`src/rtl/jc_pkg.sv`:
```
package jc_pkg;
  // strobes from the control half to the datapath half
  typedef struct packed {
    logic advance;
  } strobe_t;
endpackage

```
`src/rtl/jc_control.sv`:
```
module jc_control #(
  parameter int SYNC_STAGES = 2,
  parameter int RST_STAGES  = 2
) (
  input  logic              clk,
  input  logic              clear,
  input  logic              countClk,
  input  logic              inhibit,
  output logic              rstInt,
  output jc_pkg::strobe_t   strobe
);
  localparam int PINS = 2;   // bit 1: count clock, bit 0: inhibit

  // reset: asserted at once, released after RST_STAGES clock edges
  logic [RST_STAGES-1:0] rstPipe;
  always_ff @(posedge clk or posedge clear) begin
    if (clear) rstPipe <= '1;
    else       rstPipe <= {rstPipe[RST_STAGES-2:0], 1'b0};
  end
  assign rstInt = rstPipe[RST_STAGES-1];

  logic [PINS-1:0] pinRaw;
  logic [PINS-1:0] pinSync;
  logic [PINS-1:0] pinPrev;
  assign pinRaw = {countClk, inhibit};

  for (genvar p = 0; p < PINS; p++) begin : g_sync
    logic [SYNC_STAGES-1:0] chain;
    always_ff @(posedge clk) chain <= {chain[SYNC_STAGES-2:0], pinRaw[p]};
    assign pinSync[p] = chain[SYNC_STAGES-1];
  end

  always_ff @(posedge clk) pinPrev <= pinSync;

  logic clkRise, enFall;
  assign clkRise = pinSync[1] & ~pinPrev[1];
  assign enFall  = ~pinSync[0] & pinPrev[0];

  always_comb begin
    strobe.advance = ~rstInt & ((clkRise & ~pinSync[0]) | (enFall & pinSync[1]));
  end
endmodule

```
`src/rtl/jc_datapath.sv`:
```
module jc_datapath #(
  parameter  int STAGES = 4,
  localparam int COUNT  = 2 * STAGES
) (
  input  logic              clk,
  input  logic              rstInt,
  input  jc_pkg::strobe_t   strobe,
  output logic [STAGES-1:0] stateQ,
  output logic [COUNT-1:0]  phase,
  output logic              carryOut
);
  // a valid ring pattern has at most one boundary between adjacent bits
  function automatic logic legalRing(input logic [STAGES-1:0] s);
    int edges;
    edges = 0;
    for (int i = 1; i < STAGES; i++) if (s[i] != s[i-1]) edges++;
    return edges <= 1;
  endfunction

  logic                legalNow;
  logic [STAGES-1:0]   stateNext;
  logic [COUNT-1:0]    decodeW;

  assign legalNow = legalRing(stateQ);

  always_comb begin
    if (legalNow) stateNext = {stateQ[STAGES-2:0], ~stateQ[STAGES-1]};
    else          stateNext = '0;
  end

  always_ff @(posedge clk or posedge rstInt) begin
    if (rstInt)              stateQ <= '0;
    else if (strobe.advance) stateQ <= stateNext;
  end

  // two-bit decode: end stages for 0 and STAGES, adjacent boundaries elsewhere
  assign decodeW[0]      = ~stateQ[0] & ~stateQ[STAGES-1];
  assign decodeW[STAGES] =  stateQ[0] &  stateQ[STAGES-1];
  for (genvar i = 1; i < STAGES; i++) begin : g_dec
    assign decodeW[i]        =  stateQ[i-1] & ~stateQ[i];
    assign decodeW[STAGES+i] = ~stateQ[i-1] &  stateQ[i];
  end

  always_ff @(posedge clk or posedge rstInt) begin
    if (rstInt) begin
      phase    <= COUNT'(1);
      carryOut <= 1'b1;
    end else if (legalNow) begin
      phase    <= decodeW;
      carryOut <= ~stateQ[STAGES-1];
    end
  end
endmodule

```
`src/rtl/johnson_octal_counter.sv`:
```
module johnson_octal_counter #(
  parameter  int STAGES      = 4,
  parameter  int SYNC_STAGES = 2,
  localparam int COUNT       = 2 * STAGES
) (
  input  logic             clk,
  input  logic             clear,
  input  logic             countClk,
  input  logic             inhibit,
  output logic [COUNT-1:0] phase,
  output logic             carryOut
);
  jc_pkg::strobe_t   strobe;
  logic              rstInt;
  logic              advanceW;
  logic [STAGES-1:0] stateBus;

  jc_control #(.SYNC_STAGES(SYNC_STAGES), .RST_STAGES(2)) u_ctrl (
    .clk(clk), .clear(clear), .countClk(countClk), .inhibit(inhibit),
    .rstInt(rstInt), .strobe(strobe)
  );

  jc_datapath #(.STAGES(STAGES)) u_dp (
    .clk(clk), .rstInt(rstInt), .strobe(strobe),
    .stateQ(stateBus), .phase(phase), .carryOut(carryOut)
  );

  assign advanceW = strobe.advance;
endmodule

```
`config.mk`:
```
export PLATFORM = sky130hd
export DESIGN_NAME = johnson_octal_counter
export DESIGN_NICKNAME = d
export VERILOG_FILES = /design/src/rtl/jc_pkg.sv /design/src/rtl/jc_control.sv /design/src/rtl/jc_datapath.sv /design/src/rtl/johnson_octal_counter.sv
export SDC_FILE = /design/constraint.sdc
export NUM_CORES = 1
export LEC_CHECK = 0
export ABC_AREA = 1
export BUFFER_PORTS_ARGS = -buffer_cell sky130_fd_sc_hd__clkbuf_2
export CAP_MARGIN = 20
export CORE_ASPECT_RATIO = 1.25
export CORE_UTILIZATION = 55
export DETAILED_ROUTE_END_ITERATION = 16
export PLACE_DENSITY_LB_ADDON = 0.12
export SYNTH_ARGS = -nofsm -noshare
export SYNTH_HDL_FRONTEND = slang
export SYNTH_HIERARCHICAL = 1
export SYNTH_SLANG_ARGS = --single-unit
```
`constraint.sdc`:
```
create_clock -name clk -period 1.62 [get_ports clk]
set_input_delay 0.162 -clock clk [delete_from_list [all_inputs] [get_ports clk]]
set_output_delay 0.162 -clock clk [all_outputs]
set_load 0.01 [all_outputs]
```
==> flow_summary.yaml <==
clock_tree:
  cts.clk_slew.worst_paths_ps: 120
  numClockSinks: 21
  cts_buffers: 3
  cts_tree: "yes"
  htreeDepth: 1
  worst_skew_pair.late_latency_ps: 310
  clockRootBuffer: "clkbuf_4"
  clock_path_buffers: 2
power_and_ir_drop:
  ir_worst_vdd_uv: 1720
  p_per_area_nw_per_um2: 2090
  leakagePower_nw: 0.612
  power.total_mw: 2.41
placement:
  port_buffers: 12
  post-dp-hpwl_mm: 1.01
  post_dp_cell_area_sq_um: 1000
  gp_congestion: 0.829
  dp_cells: 128
  pre_cts_ws_ps: -37.6
timing:
  max_freq_mhz: 640
  fin_ws_ps: 58.1
  fin_skew_ps: 3.90
  hold_viol_final: 0
  drv_slew: 0
  post-route-min-period_ps: 1560
  period_share_pct: 96.4
  setup_viol: 0
  rsz0062_at_grt: "yes"
global_route:
  grtUsageTotal_pct: 18.6
  grt_pass1_wl_mm: 2.20
  grt_pass1_vias: 527
  antenna_found_initial: 0
  grt_overflow: 0
  grt_start_max_net_pins: 14
synthesis:
  synth_area_per_cell_sq_um: 9.61
  yosysMostFrequentCell: "nand2_1"
  ys_top_cells_by_area: "dfrtp_1 (30%), dfxtp_1 (13%), dfstp_2 (12%)"
  synth_warnings: 6
  syn_area_sq_um: 903
  yosys-top-cells-count: "nand2_1 (27), inv_1 (14), dfrtp_1 (11)"
  synth-seq-area-share_pct: 55.4
  synth_cell_types: 15
  yosys.area.top_type: "dfrtp_1"
  syn_nets: 106
  synth_flop_cell: "dfrtp_1"
  synth_cells: 94
  ys_ff_latch: 21
  synth.top_cell.area_share_pct: 30.5
  synth_edf_count: 0
  async_flop_share_pct: 71.4
drt:
  routed_wl_mm: 1.52
  dr.pass1.iters: 5
  drt_iter0_drc: 11
  ant_nets: 0
  viasPerCell: 4.72
  wl_per_cell_um: 11.0
  num_vias: 652
  route.detailed.drc: 0
finish:
  area_delta_synth_final_pct: 27.7
  fin_nets: 133
  fill_cells: 112
  stdcell_area_sq_um: 1150
  drive_gt1_share_pct: 33.3
  n_antenna_cell: 0
  final_cells: 138
floorplan:
  fp-row-count: 16
  core-area_sq_um: 1540
  die_area_sq_um: 1810
  die_height_um: 47.3
  die_x_um: 38.3
  pin_count: 13
  initial_utilization_pct: 58.6
worst_setup_path:
  cpMostUsedCell: "ha_4"
  crit_family: "flip-flops"
  critPathKind: "reg2reg"
  cp-startpoint: "u_dp/stateQ[1]"
  slowest_stage: "dfrtp_2"
  crit_buf_inv: 2
  timing.rr.end: "u_dp/stateQ[0]"
  path_max_fanout: 6
  end_kind: "register"
  crit_arrival_ps: 1820
  max_stage_delay_ps: 460
  required_ps: 1880
  reg2reg_from: "u_dp/stateQ[1]"
  r2r_cells: 7
  start_kind: "register"
  path_cells: "inv_2, ha_4, ha_4, o21ai_4, buf_6, nand4_1, nand2_1"
  reg2reg_slack_ps: 60
worst_hold_path:
  worstHoldPathType: "reg2async"
run_status:
  status: "finished, final reports clean"
flow_run:
  cap_viol_max_count: 0
metrics by stage:
stage	hold slack (ps)	utilization [%]	TNS, ps
2_1_floorplan	73.5	-	0
3_3_place_gp	164	65.2	0
3_5_place_dp	173	65.2	-293
4_1_cts	318	73.9	0
5_1_grt	347	74.8	-9.54
6_report	286	74.8	0
worst max-delay path by stage:
stage	cells after the start	end
after global routing	7	u_dp/stateQ[1]
after detailed placement	6	u_dp/stateQ[2]
final	7	u_dp/stateQ[0]
after floorplan	8	u_dp/phase[1]
after global placement	7	u_dp/stateQ[0]
after CTS	7	u_dp/stateQ[0]
worst register-to-register path, stage by stage, from the launching register on:
cell and delay (ps):
dfrtp_2 460, inv_2 90, ha_4 210, ha_4 220, o21ai_4 210, buf_6 160
nand4_1 70, nand2_1 90
placed cells by master, fill, tap and decap left out, types with 4 or more instances in the layout:
cell type / instances
dfxtp_1: 6
clkbuf_2: 12
ha_1: 4
dfstp_2: 4
nand3_1: 9
ha_4: 4
inv_1: 13
buf_4: 8
nand2_1: 27
dfrtp_1: 10
registers in the layout, summed over array words and instances (netlist names):
| signal | flops |
|---|---|
| u_dp/phase | 8 |
| u_dp/stateQ | 4 |
| u_ctrl/rstPipe | 2 |
| u_ctrl/pinPrev | 2 |
| u_dp/carryOut | 1 |
| u_ctrl/g_sync.chain | 4 |
report_power, final:
group          internal [mW]  total [mW]  switching, mW
registers              0.682       0.772         0.0906
clock network         0.0944       0.262          0.168
logic                  0.626        1.37          0.746
routing by layer:
metal  up-vias  global-route usage, %  part of all wire (%)
met1       294                   23.6                    46
li1        342                      -                     -
met3         3                   2.84                   2.7
met2        13                   28.8                    49
met5         -                      0                     0
met4         0                   12.9                   2.0
timing repair:
action                     CTS  global route
gates cloned                 2             0
hold endpoints to repair     4             0
gates resized for setup      8             2
setup endpoints to repair   13            13
pin swaps                    2             1
hold buffers                 3             0
setup buffers                1             0
cell type report:
type                    instances  area (sq um)  share of cell area [%]
flip-flops and latches         21           502                    43.5
multi-input cells              57           385                    33.4
repair buffers                 24           161                    14.0
inverters                      14          52.6                    4.56
clock buffers                   3          22.5                    1.95
well taps                      18          22.5                    1.95
clock inverters                 1          7.51                   0.651
cell families (layout without fill, tap and decap cells):
group / count (synthesis) / in the layout / synth area share, %
fa+ha+maj: 8 / 8 / 11.1
other cells: 1 / 1 / 0.415
compound gates: 3 / 3 / 2.49
buf+inv: 17 / 42 / 9.56
simple gates: 44 / 45 / 21.1
flops: 21 / 21 / 55.4
Note: power is estimated with default switching activity, not from simulation.
